<file path="src/rtl/window_write_engine.sv">
module window_write_engine #(
  parameter int PANEL_W = 64,
  parameter int PANEL_H = 48
) (
  input  logic                          clk,
  input  logic                          rst_n,
  input  logic                          wr_en,
  input  logic [2:0]                    wr_addr,
  input  logic [15:0]                   wr_data,
  input  logic                          refresh_done,
  output logic                          fb_we,
  output logic [2*$clog2((PANEL_W > PANEL_H) ? PANEL_W : PANEL_H)+1:0] fb_addr_lo,
  output logic [2*$clog2((PANEL_W > PANEL_H) ? PANEL_W : PANEL_H)+1:0] fb_addr_hi,
  output logic [15:0]                   fb_data,
  output logic                          busy,
  output logic                          done,
  output logic                          disp_en,
  output logic                          disp_blank,
  output logic                          refresh_req,
  output logic [$clog2((PANEL_W > PANEL_H) ? PANEL_W : PANEL_H):0] dirty_x0,
  output logic [$clog2((PANEL_W > PANEL_H) ? PANEL_W : PANEL_H):0] dirty_y0,
  output logic [$clog2((PANEL_W > PANEL_H) ? PANEL_W : PANEL_H):0] dirty_x1,
  output logic [$clog2((PANEL_W > PANEL_H) ? PANEL_W : PANEL_H):0] dirty_y1
);
  localparam int CW = $clog2((PANEL_W > PANEL_H) ? PANEL_W : PANEL_H);
  localparam int DW = CW + 1;
  localparam int AW = 2 * CW + 2;
  localparam int LW = 2 * CW + 2;
  localparam int RW = CW + 3;

  localparam logic [2:0] A_XS = 3'd0, A_YS = 3'd1, A_XE = 3'd2, A_YE = 3'd3;
  localparam logic [2:0] A_FMT = 3'd4, A_SRC = 3'd5, A_DATA = 3'd6, A_MODE = 3'd7;

  logic [CW-1:0] xs_r, ys_r, xe_r, ye_r;
  logic [3:0]    fmt_r;
  logic [2:0]    src_r;
  logic [1:0]    mode_r;
  logic [LW-1:0] cnt_r;
  logic [RW-1:0] col_r, rb_r, stride_r;
  logic [AW-1:0] base_r;
  logic [CW-1:0] wx0_r, wy0_r;
  logic [DW-1:0] wx1_r, wy1_r;

  logic [2:0] bpp;
  always_comb begin
    case (fmt_r)
      4'd1:       bpp = 3'd2;
      4'd2, 4'd3: bpp = 3'd3;
      4'd6, 4'd7: bpp = 3'd4;
      default:    bpp = 3'd0;
    endcase
  end

  wire wr_src = wr_en && (wr_addr == A_SRC);
  wire wr_dat = wr_en && (wr_addr == A_DATA);
  wire wr_mode = wr_en && (wr_addr == A_MODE);
  wire [2:0] src_eff = wr_src ? wr_data[2:0] : src_r;

  wire arm_ok = (src_eff <= 3'd3) && (bpp != 3'd0) && (xe_r >= xs_r) && (ye_r >= ys_r);
  wire arm = arm_ok && (wr_src || (wr_dat && (cnt_r == '0)));
  wire accept = wr_dat && ((cnt_r != '0) || arm);

  wire [DW-1:0] w_n = DW'(xe_r) - DW'(xs_r) + DW'(1);
  wire [DW-1:0] h_n = DW'(ye_r) - DW'(ys_r) + DW'(1);
  wire [RW-1:0] rb_n = RW'(bpp) * RW'(w_n);
  wire [RW-1:0] stride_n = RW'(PANEL_W) * RW'(bpp);
  wire [AW-1:0] base_n = (AW'(ys_r) * AW'(PANEL_W) + AW'(xs_r)) * AW'(bpp);
  wire [LW:0]   bytes_n = (LW+1)'(rb_n) * (LW+1)'(h_n);
  wire [LW-1:0] words_n = LW'(bytes_n >> 1);

  wire [LW-1:0] cur_cnt = arm ? words_n : cnt_r;
  wire [RW-1:0] cur_col = arm ? '0 : col_r;
  wire [RW-1:0] cur_rb = arm ? rb_n : rb_r;
  wire [RW-1:0] cur_stride = arm ? stride_n : stride_r;
  wire [AW-1:0] cur_base = arm ? base_n : base_r;
  wire [CW-1:0] cur_wx0 = arm ? xs_r : wx0_r;
  wire [CW-1:0] cur_wy0 = arm ? ys_r : wy0_r;
  wire [DW-1:0] cur_wx1 = arm ? DW'(xe_r) + DW'(1) : wx1_r;
  wire [DW-1:0] cur_wy1 = arm ? DW'(ye_r) + DW'(1) : wy1_r;

  logic [RW-1:0] c1, c2;
  logic [AW-1:0] b1, b2;
  always_comb begin
    c1 = cur_col + RW'(1);
    b1 = cur_base;
    if (c1 == cur_rb) begin
      c1 = '0;
      b1 = cur_base + AW'(cur_stride);
    end
    c2 = c1 + RW'(1);
    b2 = b1;
    if (c2 == cur_rb) begin
      c2 = '0;
      b2 = b1 + AW'(cur_stride);
    end
  end

  wire last = accept && (cur_cnt == LW'(1));
  wire mode_chg = wr_mode && (wr_data[1:0] != mode_r);

  logic [DW-1:0] nx0, ny0, nx1, ny1;
  always_comb begin
    nx0 = dirty_x0; ny0 = dirty_y0; nx1 = dirty_x1; ny1 = dirty_y1;
    if (refresh_done) begin
      nx0 = DW'(PANEL_W); ny0 = DW'(PANEL_H); nx1 = '0; ny1 = '0;
    end
    if (last) begin
      if (DW'(cur_wx0) < nx0) nx0 = DW'(cur_wx0);
      if (DW'(cur_wy0) < ny0) ny0 = DW'(cur_wy0);
      if (cur_wx1 > nx1) nx1 = cur_wx1;
      if (cur_wy1 > ny1) ny1 = cur_wy1;
    end
    if (mode_chg) begin
      nx0 = '0; ny0 = '0; nx1 = DW'(PANEL_W); ny1 = DW'(PANEL_H);
    end
  end

  always_ff @(posedge clk or negedge rst_n) begin
    if (!rst_n) begin
      xs_r <= '0; ys_r <= '0; xe_r <= '0; ye_r <= '0;
      fmt_r <= 4'd3; src_r <= '0; mode_r <= '0;
      cnt_r <= '0; col_r <= '0; rb_r <= '0; stride_r <= '0; base_r <= '0;
      wx0_r <= '0; wy0_r <= '0; wx1_r <= '0; wy1_r <= '0;
      busy <= 1'b0; done <= 1'b0;
      fb_we <= 1'b0; fb_addr_lo <= '0; fb_addr_hi <= '0; fb_data <= '0;
      dirty_x0 <= DW'(PANEL_W); dirty_y0 <= DW'(PANEL_H);
      dirty_x1 <= '0; dirty_y1 <= '0;
    end else begin
      fb_we <= 1'b0;
      done <= 1'b0;
      dirty_x0 <= nx0; dirty_y0 <= ny0; dirty_x1 <= nx1; dirty_y1 <= ny1;
      if (wr_en) begin
        case (wr_addr)
          A_XS:    xs_r <= wr_data[CW-1:0];
          A_YS:    ys_r <= wr_data[CW-1:0];
          A_XE:    xe_r <= wr_data[CW-1:0];
          A_YE:    ye_r <= wr_data[CW-1:0];
          A_FMT:   fmt_r <= wr_data[3:0];
          A_SRC:   src_r <= wr_data[2:0];
          A_MODE:  mode_r <= wr_data[1:0];
          default: ;
        endcase
      end
      if (arm) begin
        cnt_r <= words_n; col_r <= '0; base_r <= base_n;
        rb_r <= rb_n; stride_r <= stride_n;
        wx0_r <= xs_r; wy0_r <= ys_r;
        wx1_r <= DW'(xe_r) + DW'(1); wy1_r <= DW'(ye_r) + DW'(1);
        busy <= 1'b1;
      end
      if (accept) begin
        fb_we <= 1'b1;
        fb_addr_lo <= cur_base + AW'(cur_col);
        fb_addr_hi <= b1 + AW'(c1);
        fb_data <= wr_data;
        col_r <= c2;
        base_r <= b2;
        cnt_r <= cur_cnt - LW'(1);
        if (cur_cnt == LW'(1)) begin
          done <= 1'b1;
          busy <= 1'b0;
        end
      end
    end
  end

  assign disp_en = mode_r[0];
  assign disp_blank = mode_r[1];
  assign refresh_req = mode_r[0] && (dirty_x1 > dirty_x0);

  assert_done_idle_R3: assert property (@(posedge clk) disable iff (!rst_n)
    done |-> !busy);
  assert_busy_ends_with_done_R3: assert property (@(posedge clk) disable iff (!rst_n)
    $fell(busy) |-> done);
  assert_write_from_port_R6: assert property (@(posedge clk) disable iff (!rst_n)
    fb_we |-> $past(wr_en && wr_addr == A_DATA));
  assert_refused_word_dropped_R1: assert property (@(posedge clk) disable iff (!rst_n)
    (wr_dat && cnt_r == '0 && !arm_ok) |=> !fb_we);
  assert_refresh_empties_R8: assert property (@(posedge clk) disable iff (!rst_n)
    (refresh_done && !wr_en) |=> (dirty_x1 == '0 && dirty_x0 == DW'(PANEL_W)));
  assert_mode_change_full_R9: assert property (@(posedge clk) disable iff (!rst_n)
    (wr_mode && wr_data[1:0] != mode_r) |=>
      (dirty_x0 == '0 && dirty_y0 == '0 && dirty_x1 == DW'(PANEL_W) && dirty_y1 == DW'(PANEL_H)));
endmodule

</file>
<file path="config.mk">
export PLATFORM = sky130hd
export DESIGN_NAME = window_write_engine
export DESIGN_NICKNAME = d
export VERILOG_FILES = /design/src/rtl/window_write_engine.sv
export SDC_FILE = /design/constraint.sdc
export NUM_CORES = 1
export LEC_CHECK = 0
export ABC_AREA = 1
export CAP_MARGIN = 20
export CORE_ASPECT_RATIO = 1.2
export CORE_MARGIN = 2
export CORE_UTILIZATION = 41
export DETAILED_ROUTE_END_ITERATION = 6
export SLEW_MARGIN = 20
export SYNTH_ARGS = -nofsm -noshare
export SYNTH_HDL_FRONTEND = slang
export SYNTH_SLANG_ARGS = --single-unit
</file>
<file path="constraint.sdc">
create_clock -name clk -period 10.8 [get_ports clk]
set_clock_uncertainty 0.2 [all_clocks]
set_input_delay 2.7 -clock clk [delete_from_list [all_inputs] [get_ports clk]]
set_output_delay 2.7 -clock clk [all_outputs]
set_load 0.05 [all_outputs]
</file>
# Yosys cells after proc, flatten, opt, wreduce, memory -nomap -nowiden
# Cells that the tools add are included.
dict set report totals {
  wordCells 134
  ramBits 0
  latchBits 0
  output_inout_bits 78
  rom_bits 0
  memories 0
  ff_bits 189
}
dict set report classes {
  shifts 0
  n_lt_le_gt_ge 8
  n_div 0
  reduce_logical 27
  bitwise_logic 0
  n_mux 40
  n_eq_ne 16
  multipliers 3
  n_addsub 14
}
# cell count
set op_table {}
lappend op_table {{7-bit 2-to-1 mux} 18}
lappend op_table {{14-bit 2-to-1 mux} 6}
lappend op_table {{14-bit by 9-bit adder with 14-bit output} 4}
lappend op_table {{9-bit 2-to-1 mux} 6}
lappend op_table {{7-bit greater-than comparator} 3}
lappend op_table {{9-bit by 1-bit adder with 9-bit output, second input constant} 2}
lappend op_table {{9-bit == test} 2}
lappend op_table {{9-bit by 7-bit multiplier with 15-bit output} 1}
lappend op_table {{6-bit by 1-bit adder with 7-bit output, second input constant} 2}
lappend op_table {{7-bit by 1-bit adder with 7-bit output, second input constant} 2}
lappend op_table {{14-bit by 1-bit == test with 1-bit output, second input constant} 1}
lappend op_table {{14-bit logical NOT} 1}
lappend op_table {{6-bit by 7-bit < comparator with 1-bit output} 2}
lappend op_table {{13-bit by 3-bit multiplier with 14-bit output} 1}
lappend op_table {{2-bit AND reduction} 7}
lappend op_table {{14-bit nonzero test} 1}
lappend op_table {{14-bit by 1-bit subtractor with 14-bit output, second input constant} 1}
lappend op_table {{6-bit by 6-bit subtractor with 7-bit output} 2}
lappend op_table {{12-bit by 6-bit adder with 13-bit output} 1}
lappend op_table {{3-bit == test, second input constant} 4}
lappend op_table {{6-bit greater-or-equal comparator} 2}
lappend op_table {{1-bit logical AND} 12}
lappend op_table {{6-bit 2-to-1 mux} 2}
lappend op_table {{3-bit by 7-bit multiplier with 9-bit output} 1}
lappend op_table {{14 further kinds} 24}

# Depth between registers and ports, before layout
# Gate-level depths: netlist (run 1).
dict set report depth {
  ltp_word 16
  depth_mapped 52
  mapped_depth_nobuf 51
}

# Least setup slack after synthesis (run 1)
# No wires, ideal clock.
dict set report synth_path {
  path_type {input to register}
  startpoint {in wr_en}
  endpoint {reg base_r[12]}
  path_stages 45
  t_required_ps 10535
  slack_ps 2028
  arrival_ps 8506
  path_buffers 8
  path_cell_list {nand2_1 inv_1 nand2_1 nand2_2 nand3_2 nor2_2 nand3_2 buf_6 buf_6 buf_2 clkbuf_1 clkbuf_1 clkbuf_1 clkbuf_1 nand2_1 inv_1 ha_1 nand3_1 (+9 left out) or2_2 o21ai_1 inv_1 ha_1 fa_1 and3_1 a211oi_1 o21ai_0 a21oi_1 o21bai_1 a21oi_1 nor2_1 nand2_1 xnor2_1 nand4_1 nand2_1 nand2_1 nand2_1}
}
dict set report synth_between {
  elab_chain_cells 15
}
# item line_no
set synth_lines {}
lappend synth_lines {{from (decl)} 7} ;# input logic wr_en,
lappend synth_lines {{1-bit logical AND} 54} ;# wire wr_src = wr_en && (wr_addr == A_SRC);
lappend synth_lines {{3-bit 2-to-1 mux} 57} ;# wire [2:0] src_eff = wr_src ? wr_data[2:0] : src_r;
lappend synth_lines {{3-bit by 2-bit less-or-equal comparator with 1-bit output} 59} ;# wire arm_ok = (src_eff <= 3'd3) && (bpp != 3'd0) && (xe_r >= xs_r) && (ye_r >= ys_r);
lappend synth_lines {{1-bit logical AND (3 in a row)} 59}
lappend synth_lines {{1-bit logical AND} 60} ;# wire arm = arm_ok && (wr_src || (wr_dat && (cnt_r == '0)));
lappend synth_lines {{9-bit 2-to-1 mux} --}
lappend synth_lines {{9-bit by 1-bit adder with 9-bit output} 84} ;# c1 = cur_col + RW'(1);
lappend synth_lines {{9-bit == test} 86} ;# if (c1 == cur_rb) begin
lappend synth_lines {{9-bit 2-to-1 mux} 86}
lappend synth_lines {{9-bit by 1-bit adder with 9-bit output} 90} ;# c2 = c1 + RW'(1);
lappend synth_lines {{9-bit == test} 92} ;# if (c2 == cur_rb) begin
lappend synth_lines {{14-bit 2-to-1 mux} 92}
lappend synth_lines {{14-bit 2-to-1 mux (*)} 151} ;# if (accept) begin
lappend synth_lines {{to (signal assigned)} 122} ;# cnt_r <= '0; col_r <= '0; rb_r <= '0; stride_r <= '0; base_r <= '0;
lappend synth_lines {{to (signal assigned)} 145} ;# cnt_r <= words_n; col_r <= '0; base_r <= base_n;
lappend synth_lines {{to (signal assigned)} 157} ;# base_r <= b2;
lappend synth_lines {{to (decl)} 40} ;# logic [AW-1:0] base_r;
# Mark *: on every way between the ends. The rest lies on a longest branch, timed or not.
# A chain may end at the register's enable or synchronous reset.

# Final worst setup path (run 1)
dict set report layout_path {
  startpoint {reg xs_r[1]}
  endpoint {reg dirty_x1[3] (netlist name)}
}
dict set report layout_between {
  elab_chain_cells 9
}
# item line_no
set layout_lines {}
lappend layout_lines {{from (decl)} 34} ;# logic [CW-1:0] xs_r, ys_r, xe_r, ye_r;
lappend layout_lines {{from (signal assigned)} 134} ;# A_XS: xs_r <= wr_data[CW-1:0];
lappend layout_lines {{6-bit by 6-bit subtractor with 7-bit output or 6-bit greater-or-equal comparator (tied branches)} {63, 59}}
lappend layout_lines {{7-bit by 1-bit adder with 7-bit output or 1-bit logical AND (tied branches)} {63, 59}}
lappend layout_lines {{3-bit by 7-bit multiplier with 9-bit output or 1-bit logical AND (tied branches)} {65, 59}}
lappend layout_lines {{9-bit by 7-bit multiplier with 15-bit output or 1-bit logical AND (tied branches)} {68, 60}}
lappend layout_lines {{14-bit 2-to-1 mux or 1-bit logical OR (tied branches)} --}
lappend layout_lines {{14-bit by 1-bit == test with 1-bit output or 1-bit logical AND (tied branches)} {98, 61}}
lappend layout_lines {{1-bit logical AND (*)} 98} ;# wire last = accept && (cur_cnt == LW'(1));
lappend layout_lines {{net last} 98}
lappend layout_lines {{7-bit 2-to-1 mux (*)} 107} ;# if (last) begin
lappend layout_lines {{7-bit 2-to-1 mux (*)} 113} ;# if (mode_chg) begin
lappend layout_lines {{net nx1[3]} 101} ;# logic [DW-1:0] nx0, ny0, nx1, ny1;
lappend layout_lines {{to (signal assigned)} 131} ;# dirty_x0 <= nx0; dirty_y0 <= ny0; dirty_x1 <= nx1; dirty_y1 <= ny1;
lappend layout_lines {{to (decl)} 22} ;# output logic [$clog2((PANEL_W > PANEL_H) ? PANEL_W : PANEL_H):0] dirty_x1,
# Mark *: on every way through the listed nets, which the timed path passes. The rest lies on a longest branch.

==> impl_metrics.tcl, run 1 <==
set metrics [dict create \
    die-height_um 217 \
    drt_iter0_drc 605 \
    port_buffers 100 \
    endpoint_kind_of_the_worst_setup_timing_path "flip-flop" \
    powerDensity_nw_per_um2 314 \
    pin_count 101 \
    static-leakage-power_nw 9.26 \
    type_of_element_launching_the_critical_path "flip-flop" \
    synth_sequential_area_ratio_pct 30.2 \
    gp_routability_congestion 0.908 \
    dp_hpwl_um 34200 \
    cts_root_buffer_type "sky130_fd_sc_hd__clkbuf_16" \
    ant_nets 0 \
    cts_setup_buffers 0 \
    synth.cell_area_um2 15500 \
    coreArea_um2 37600 \
    worst_slew_pin_slew_ns 0.872 \
    number_of_antenna_violations_at_the_first_check_in_global_routing 0 \
    synth-seq-cells 187 \
    worst-endpoint-arrival_ns 9.84 \
    cts-root-to-sink-buffers 2 \
    remaining_drc_errors 0 \
    yosysTopAreaCell "sky130_fd_sc_hd__dfrtp_1" \
    synth_edf_count 0 \
    drt-wirelength-per-cell_um 16.5 \
    chipWidth_um 182 \
    met2WireLength_um 22100 \
    number_of_buffer_and_inverter_stages_on_the_critical_path 14 \
    asyncSetResetFlopFracSynth_pct 100 \
    num-nets-final 2391 \
    count_of_hold_buffers_inserted_by_post_cts_repair 0 \
    finalHoldViolCount 0 \
    clk_transition_reported_paths_ns 0.08 \
    synth.distinct_cells 52 \
    drt_first_pass_iters 7 \
    critical-path-top-delay-family "adder cells" \
    reg2reg_depth 50 \
    syn2layout_area_growth_pct 13.4 \
    multi_input_area_um2 9460 \
    total_number_of_placement_rows 78 \
    synthFlopType "sky130_fd_sc_hd__dfrtp_1" \
    max_freq_mhz 103 \
    path_max_fanout 8 \
    run_status "finished, final reports clean" \
    sequential_cell_area_in_the_final_layout_um2 4690 \
    ctsHtreeMaxLevel 4 \
    final.min_clock_period_ns 9.70 \
    globalRoute.totalOverflow 0 \
    globalRouteTotalUtil_pct 23.0 \
    route.detailed.vias_per_inst 5.16 \
    min-delay-path-class "flip-flop to flip-flop" \
    setup_viol_count_final 0 \
    synth_top_cells_by_area "sky130_fd_sc_hd__dfrtp_1 29%, sky130_fd_sc_hd__nand2_1 14%, sky130_fd_sc_hd__ha_1 12%, sky130_fd_sc_hd__fa_1 7.7%, sky130_fd_sc_hd__inv_1 6.9%" \
    worst_ir_drop_vdd_mv 0.148 \
    dr_total_vias 13700 \
    worst-setup-path-type "flip-flop to flip-flop" \
    startpoint_of_the_worst_register_to_register_path "xs_r[1]" \
    grt_setup_unrepaired "no" \
    grt_pass1_vias 13700 \
    worst-path-stages 50 \
    critPathRequiredTime_ns 10.94 \
    post-route-period-util_pct 89.9 \
    slew_violations 0 \
    timing.slew.headroom_pct 41.5 \
    detail_route.wirelength.met1_um 18600 \
    top_signal_layer_used "met4" \
    layout.cells.non_filler 2649 \
    nFillCells 3737 \
    synthTopCellsByCount "565 x sky130_fd_sc_hd__nand2_1, 286 x sky130_fd_sc_hd__inv_1, 182 x sky130_fd_sc_hd__dfrtp_1" \
    yosysMostFrequentCell "sky130_fd_sc_hd__nand2_1" \
    global_route_wire_length_before_repair_um 71600 \
    clk-insertion-delay-late_ns 0.47 \
    cts_resizes 0 \
    grt_max_degree 80 \
    yosys.area.top_type_share_pct 29.4 \
    post_synth_inst_count 2075 \
    critical_path.startpoint "xs_r[1]" \
    cts_sinks 187 \
    timing.hold.worst_path_depth 2 \
    floorplan.initialDensity_pct 41.3 \
    drive_gt1_share_pct 4.61 \
    postSynthAreaPerCell_um2 7.47 \
    syn-num-nets 2310 \
    routed_wl_um 43600 \
    setup_tns_ns 0 \
    dp_cells 2617 \
    timing.critical_path.slowest_stage_cell "sky130_fd_sc_hd__fa_1" \
    slowest_delay_ns 0.56 \
    synth_warnings 0 \
    cts_buffers 17 \
    crit_path_frequent_cell "sky130_fd_sc_hd__inv_1" \
    antenna_cells 0 \
    hold_path.startpoint "fb_addr_lo[0]" \
    cap_viol_max_count 0 \
    wl_met3_um 1380 \
    floorplan.die_area_um2 39400 \
    tritoncts "yes" \
]
where the power goes:
part | switching [mW] | internal [mW]
combinational | 2.49 | 1.38
clock | 0.328 | 0.339
sequential | 0.112 | 0.876
total | 2.93 | 2.59
worst paths after layout:
path / to / slack (ns)
hold / removal: fb_addr_lo[0] / 0.28
min in group asynchronous: fb_addr_lo[10] / 2.07
hold reg to reg: fb_addr_lo[0] / 0.28
setup reg to reg: dirty_x1[3] / 1.10
setup / recovery: dirty_x1[3] / 1.10
max in group asynchronous: dirty_x1[5] / 7.10
metal layers:
layer	track usage, %	vias to the layer above
met4	10.0	0
met5	0	-
met2	41.4	281
met1	27.6	6525
met3	2.86	78
li1	-	6789
registers in the layout, indices dropped and copies added, names as in the netlist, 4 cells and up:
| signal | count |
|---|---|
| fb_addr_lo | 14 |
| col_r | 9 |
| base_r | 14 |
| wy0_r | 6 |
| wx0_r | 6 |
| dirty_y1 | 7 |
| stride_r | 9 |
| wx1_r | 7 |
| xs_r | 6 |
| cnt_r | 14 |
| fb_addr_hi | 14 |
| xe_r | 6 |
| dirty_x1 | 7 |
| dirty_y0 | 7 |
| fmt_r | 4 |
| wy1_r | 7 |
| dirty_x0 | 7 |
| ye_r | 6 |
| fb_data | 16 |
| ys_r | 6 |
| rb_r | 9 |
kinds of logic after synthesis:
family	count (synthesis)	synth area share [%]
simple gates	914	24.5
compound gates	314	10.9
flops	187	30.2
buf+inv	352	8.89
xor+xnor	95	5.46
fa+ha+maj	212	20.0
mux	1	0.0646
area by class of cell:
type	instances	area share [%]
Multi-Input combinational cell	1536	53.8
Sequential cell	187	26.6
Inverter	300	6.40
Timing Repair Buffer	114	6.31
Tap cell	480	3.41
Clock buffer	18	2.50
Clock inverter	14	0.968
tightest hold or removal path: stages (launching register included):
cell,delay [ns]
sky130_fd_sc_hd__dfrtp_1,0.34
sky130_fd_sc_hd__nand2_1,0.05
sky130_fd_sc_hd__nand2_1,0.05
cells in the final DEF, fill, tap and decap left out, drive strengths merged, types with 2 or more instances in the layout:
master           n
nand2          570
inv            305
dfrtp          182
o21ai          174
nor2           172
ha             152
nand3          100
clkdlybuf4s50   99
a21oi           97
xor2            63
fa              60
xnor2           32
nand4           31
nor3            19
clkbuf          19
or2             15
buf             14
a211oi          13
a31oi            8
clkinv           7
o21bai           5
dfstp            5
o31ai            3
o211ai           3
nand3b           3
o21a             2
a21boi           2
nor4             2
a22oi            2
metrics by stage:
step / utilization [%] / worst slack, ns / hold slack, ns / instance area [um^2] / total power, mW
3_5_place_dp: 45.2 / 0.932 / 0.265 / 17000 / 4.84
2_1_floorplan: - / 2.03 / 0.253 / 15500 / 3.85
3_3_place_gp: 45.2 / 0.989 / 0.262 / 17000 / 4.81
6_report: 46.8 / 1.10 / 0.280 / 17600 / 5.52
5_1_grt: 46.8 / 0.351 / 0.311 / 17600 / 6.12
4_1_cts: 46.8 / 1.15 / 0.284 / 17600 / 5.55
No activity file was read; power rests on OpenSTA's default activity.
==> run 2: changes to the inputs <==
- ABC_AREA: 1 -> unset
- CTS_CLUSTER_DIAMETER: unset -> 30
==> impl_metrics.tcl, run 2 <==
set metrics [dict create \
    worst-setup-path-type "flip-flop to flip-flop" \
    drt_first_pass_iters 5 \
    placed_area_um2 17600 \
    run_status "finished, final reports clean" \
    setup_tns_ns 0 \
    synth_top_cells_by_area "sky130_fd_sc_hd__dfrtp_1 28%, sky130_fd_sc_hd__ha_1 12%, sky130_fd_sc_hd__fa_1 7.5%, sky130_fd_sc_hd__nand2_1 7.0%, sky130_fd_sc_hd__xnor2_1 4.8%" \
    timing.hold.worst_path_depth 2 \
    cts_setup_buffers 0 \
    ctsHtreeMaxLevel 4 \
    max_freq_mhz 103 \
    synth.distinct_cells 87 \
    tritoncts "yes" \
    slowest_delay_ns 0.72 \
    drt-wirelength-per-cell_um 17.5 \
    most-common-layout-cells "298 x sky130_fd_sc_hd__nand2_1, 182 x sky130_fd_sc_hd__dfrtp_1, 152 x sky130_fd_sc_hd__ha_1, 151 x sky130_fd_sc_hd__inv_1, 131 x sky130_fd_sc_hd__nor2_1" \
    cts_sinks 187 \
    startpoint_of_the_worst_register_to_register_path "xs_r[2]" \
    post_synth_inst_count 1850 \
    dp_cells 2432 \
    fin_area_um2 18200 \
    grt_pass1_vias 13300 \
    grt_max_degree 116 \
    floorplan.die_area_um2 40600 \
    static-leakage-power_nw 8.44 \
    powerDensity_nw_per_um2 287 \
    pin_count 101 \
    ant_nets 0 \
    floorplan.initialDensity_pct 41.4 \
    timing.hold.ws_ns 0.274 \
    number_of_antenna_violations_at_the_first_check_in_global_routing 0 \
    synth-seq-cells 187 \
    worst_slack_ns 1.07 \
    gp_routability_congestion 0.872 \
    setup_viol_count_final 0 \
    synth.cell_area_um2 16000 \
    cts_resizes 0 \
    dr_total_vias 13100 \
    port_buffers 100 \
    dp_hpwl_um 33300 \
    clk_transition_reported_paths_ns 0.08 \
    num-nets-final 2160 \
    route.detailed.vias_per_inst 5.32 \
    finalHoldViolCount 0 \
    cts_buffers 17 \
    crit_path_frequent_cell "sky130_fd_sc_hd__inv_1" \
    cts_root_buffer_type "sky130_fd_sc_hd__clkbuf_16" \
    critPathRequiredTime_ns 10.97 \
    synthTopCellsByCount "298 x sky130_fd_sc_hd__nand2_1, 182 x sky130_fd_sc_hd__dfrtp_1, 152 x sky130_fd_sc_hd__ha_1" \
    coreArea_um2 38600 \
    routed_wl_um 43100 \
    yosys.area.top_type_share_pct 28.5 \
    timing.rr.end "dirty_x0[4]" \
    drt_iter0_drc 783 \
    largest_reg_flops 16 \
    globalRouteTotalUtil_pct 22.3 \
    global_route_wire_length_before_repair_um 70700 \
    syn2layout_area_growth_pct 13.7 \
    asyncSetResetFlopFracSynth_pct 100 \
    timing.critical_path.slowest_stage_cell "sky130_fd_sc_hd__a211oi_2" \
    synthFlopType "sky130_fd_sc_hd__dfrtp_1" \
    cts-root-to-sink-buffers 2 \
    most_common_library_cell_in_the_layout_ignoring_fill_and_taps "sky130_fd_sc_hd__nand2_1" \
    timing.reg2reg.setup_slack_ns 1.07 \
    final.min_clock_period_ns 9.73 \
    post-route-period-util_pct 90.1 \
    worstHoldEndpoint "fb_data[12]" \
    endpoint_kind_of_the_worst_setup_timing_path "flip-flop" \
    worst_ir_drop_vdd_mv 0.202 \
    globalRoute.totalOverflow 0 \
    min-delay-path-class "flip-flop to flip-flop" \
    chipWidth_um 184 \
    antenna_cells 0 \
    layout.cells.non_filler 2464 \
    cap_viol_max_count 0 \
    total_number_of_placement_rows 79 \
    critical_path.startpoint "xs_r[2]" \
    synth_sequential_area_ratio_pct 29.3 \
    yosysTopAreaCell "sky130_fd_sc_hd__dfrtp_1" \
    clk-insertion-delay-late_ns 0.46 \
    count_of_hold_buffers_inserted_by_post_cts_repair 0 \
    hold_path.startpoint "fb_data[12]" \
    postSynthAreaPerCell_um2 8.64 \
    path_max_fanout 6 \
    timing.slew.headroom_pct 30.3 \
    worst_slew_pin_slew_ns 1.05 \
    drive_gt1_share_pct 5.99 \
    synth_edf_count 0 \
    preCtsSetupSlack_ns 0.788 \
    die-height_um 220 \
    largest_register "fb_data" \
    synth_warnings 0 \
    slew_violations 0 \
    yosysMostFrequentCell "sky130_fd_sc_hd__nand2_1" \
    syn-num-nets 2085 \
    grt_setup_unrepaired "no" \
    reg2reg_depth 33 \
    type_of_element_launching_the_critical_path "flip-flop" \
    worst-endpoint-arrival_ns 9.90 \
    remaining_drc_errors 0 \
]
[run 2: cell types whose count changed in the layout (fill, tap and decap cells not counted), sizes merged, moves of 24 or more]
cell,delta
nand2b,+53
and2,+36
xor2,-24
inv,-145
nand3,-63
mux2i,+39
nand2,-270
o21ai,-62
nor2,-40
xnor2,+55
[run 2: logic make-up after synthesis]
family / Yosys count / synth area share, %
mux: 61 / 3.98
compound gates: 353 / 14.2
flops: 187 / 29.3
simple gates: 687 / 20.4
buf+inv: 220 / 5.28
xor+xnor: 130 / 7.47
fa+ha+maj: 212 / 19.4
[run 2: per-layer routing]
metal  track usage, %  part of all wire (%)  vias up
met3             3.06                   3.6       66
met1             28.0                    44     6315
met2             39.1                    50      297
met4             7.87                   2.8        0
li1                 -                     -     6428
met5                0                     0        -
[run 2: stage by stage]
stage,total power [mW],utilization (%)
after global placement,4.52,45.5
after detailed placement,4.57,45.5
after floorplan,3.63,-
after global routing,5.72,47.0
final,5.22,47.0
after CTS,5.25,47.0
[run 2: cell type report]
type,instances,area (um^2)
Fill cell,3753,20500
Sequential cell,187,4690
Clock buffer,18,439
Clock inverter,14,150
Inverter,152,571
Tap cell,526,658
Multi-Input combinational cell,1443,10500
Timing Repair Buffer,124,1180
[run 2: worst max path at each step]
stage                        to  slack (ns)  cells after the start
floorplan             base_r[6]        0.73                     34
global placement     base_r[12]        1.05                     28
detailed placement   base_r[12]        0.79                     28
CTS                 dirty_x0[4]        1.09                     33
global route        dirty_x0[4]        0.50                     33
finish              dirty_x0[4]        1.07                     33
[run 2: power by group]
part	internal (mW)	total (mW)	switching, mW	leakage (nW)
sequential	0.855	0.981	0.125	2.42
clock	0.334	0.652	0.319	0.292
combinational	1.37	3.58	2.21	5.72
[run 2: worst max-delay path, delay by kind of cell (launching register included)]
| kind | cells | cell delay [ns] |
|---|---|---|
| compound gates | 6 | 2.40 |
| fa+ha+maj | 9 | 3.95 |
| buf+inv | 7 | 0.47 |
| flops | 1 | 0.46 |
| mux | 1 | 0.27 |
| simple gates | 10 | 1.86 |
==> run 3: changes to the inputs <==
- CTS_CLUSTER_SIZE: unset -> 12
- GPL_ROUTABILITY_DRIVEN: unset -> 0
==> impl_metrics.tcl, run 3 (synthesis results as in run 2) <==
set metrics [dict create \
    run_status "finished, final reports clean" \
    final.min_clock_period_ns 9.63 \
    global_route_wire_length_before_repair_um 70700 \
    max_freq_mhz 104 \
    number_of_antenna_violations_at_the_first_check_in_global_routing 0 \
    tritoncts "yes" \
    route.detailed.vias_per_inst 5.33 \
    setup_viol_count_final 0 \
    setup_tns_ns 0 \
    cts_resizes 0 \
    dr_total_vias 13100 \
    drt_iter0_drc 794 \
    post-route-period-util_pct 89.1 \
    layout.cells.non_filler 2463 \
    pin_count 101 \
    drive_gt1_share_pct 6.04 \
    cts_root_buffer_type "sky130_fd_sc_hd__clkbuf_16" \
    worst_slew_pin_slew_ns 0.969 \
    grt_pass1_vias 13400 \
    slew_violations 0 \
    grt_setup_unrepaired "no" \
    drt-wirelength-per-cell_um 17.5 \
    worst-endpoint-arrival_ns 9.78 \
    grt_max_degree 93 \
    num-nets-final 2159 \
    critPathRequiredTime_ns 10.95 \
    ant_nets 0 \
    count_of_hold_buffers_inserted_by_post_cts_repair 0 \
    port_buffers 100 \
    ctsHtreeMaxLevel 4 \
    worst_slack_ns 1.17 \
    coreArea_um2 38600 \
    cap_viol_max_count 0 \
    clk_transition_reported_paths_ns 0.08 \
    routed_wl_um 43200 \
    dp_hpwl_um 33200 \
    path_max_fanout 15 \
    powerDensity_nw_per_um2 287 \
    type_of_element_launching_the_critical_path "flip-flop" \
    die-height_um 220 \
    dp_cells 2431 \
    worst-setup-path-type "flip-flop to flip-flop" \
    cts_sinks 187 \
    floorplan.initialDensity_pct 41.4 \
    chipWidth_um 184 \
    finalHoldViolCount 0 \
    preCtsSetupSlack_ns 0.891 \
    worst_ir_drop_vdd_mv 0.217 \
    slowest_delay_ns 0.64 \
    cts-root-to-sink-buffers 2 \
    globalRouteTotalUtil_pct 22.3 \
    static-leakage-power_nw 8.43 \
    number_of_buffer_and_inverter_stages_on_the_critical_path 6 \
    endpoint_kind_of_the_worst_setup_timing_path "flip-flop" \
    critical-path-top-delay-family "adder cells" \
    syn2layout_area_growth_pct 13.8 \
    timing.critical_path.slowest_stage_cell "sky130_fd_sc_hd__nor4_1" \
    antenna_cells 0 \
    most_common_library_cell_in_the_layout_ignoring_fill_and_taps "sky130_fd_sc_hd__nand2_1" \
    drt_first_pass_iters 5 \
    floorplan.die_area_um2 40600 \
    timing.slew.headroom_pct 35.4 \
    cts_buffers 17 \
    globalRoute.totalOverflow 0 \
    remaining_drc_errors 0 \
    clk-insertion-delay-late_ns 0.48 \
    cts_setup_buffers 0 \
    largest_reg_flops 16 \
    total_number_of_placement_rows 79 \
    largest_register "fb_data" \
    nFillCells 3791 \
    min-delay-path-class "flip-flop to flip-flop" \
    most-common-layout-cells "298 x sky130_fd_sc_hd__nand2_1, 182 x sky130_fd_sc_hd__dfrtp_1, 152 x sky130_fd_sc_hd__ha_1, 151 x sky130_fd_sc_hd__inv_1, 131 x sky130_fd_sc_hd__nor2_1" \
]
==> run 3: worst paths after layout <==
path / endpoint / slack, ns / startpoint / cells after the start
max: dirty_x1[6] / 1.17 / xs_r[1] / 35
min: fb_data[15] / 0.28 / fb_data[15] / 2
max reg2reg: dirty_x1[6] / 1.17 / xs_r[1] / 35
min reg2reg: fb_data[15] / 0.28 / fb_data[15] / 2
max in group asynchronous: cnt_r[13] / 7.12 / rst_n / 2
min in group asynchronous: dirty_y0[1] / 1.96 / rst_n / 1
==> run 3: final cells by class <==
cell class / count / area [um^2] / area share, %
Multi-Input combinational cell: 1443 / 10500 / 57.7
Clock buffer: 17 / 425 / 2.34
Clock inverter: 15 / 173 / 0.949
Tap cell: 526 / 658 / 3.62
Inverter: 152 / 571 / 3.14
Sequential cell: 187 / 4690 / 25.8
Timing Repair Buffer: 123 / 1180 / 6.47
==> run 3: worst reg2reg max path, delay by kind of cell (launching register included) <==
| family | cells | cell delay, ns |
|---|---|---|
| fa+ha+maj | 10 | 3.94 |
| simple gates | 8 | 2.07 |
| compound gates | 9 | 1.87 |
| xor+xnor | 2 | 0.66 |
| flops | 1 | 0.39 |
| buf+inv | 6 | 0.36 |
==> run 3: power breakdown <==
group	internal, mW	switching, mW	total (mW)	leakage [nW]
clock network	0.313	0.342	0.654	0.287
registers	0.855	0.125	0.980	2.42
logic	1.38	2.21	3.58	5.72
==> run 3: stage by stage <==
| stage | total power, mW | util [%] | area, um^2 | hold WS, ns |
|---|---|---|---|---|
| 2_1_floorplan | 3.63 | - | 16000 | 0.251 |
| 3_3_place_gp | 4.52 | 45.5 | 17600 | 0.259 |
| 3_5_place_dp | 4.56 | 45.5 | 17600 | 0.262 |
| 4_1_cts | 5.25 | 47.0 | 18200 | 0.281 |
| 5_1_grt | 5.77 | 47.1 | 18200 | 0.308 |
| 6_report | 5.22 | 47.1 | 18200 | 0.277 |
==> run 3: routing by layer <==
| layer | routed length, um | track usage (%) | vias up |
|---|---|---|---|
| met5 | 0 | 0 | - |
| met4 | 1230 | 8.21 | 0 |
| met3 | 1650 | 3.77 | 67 |
| met2 | 21500 | 39.4 | 278 |
| met1 | 18900 | 27.3 | 6368 |
| li1 | - | - | 6421 |
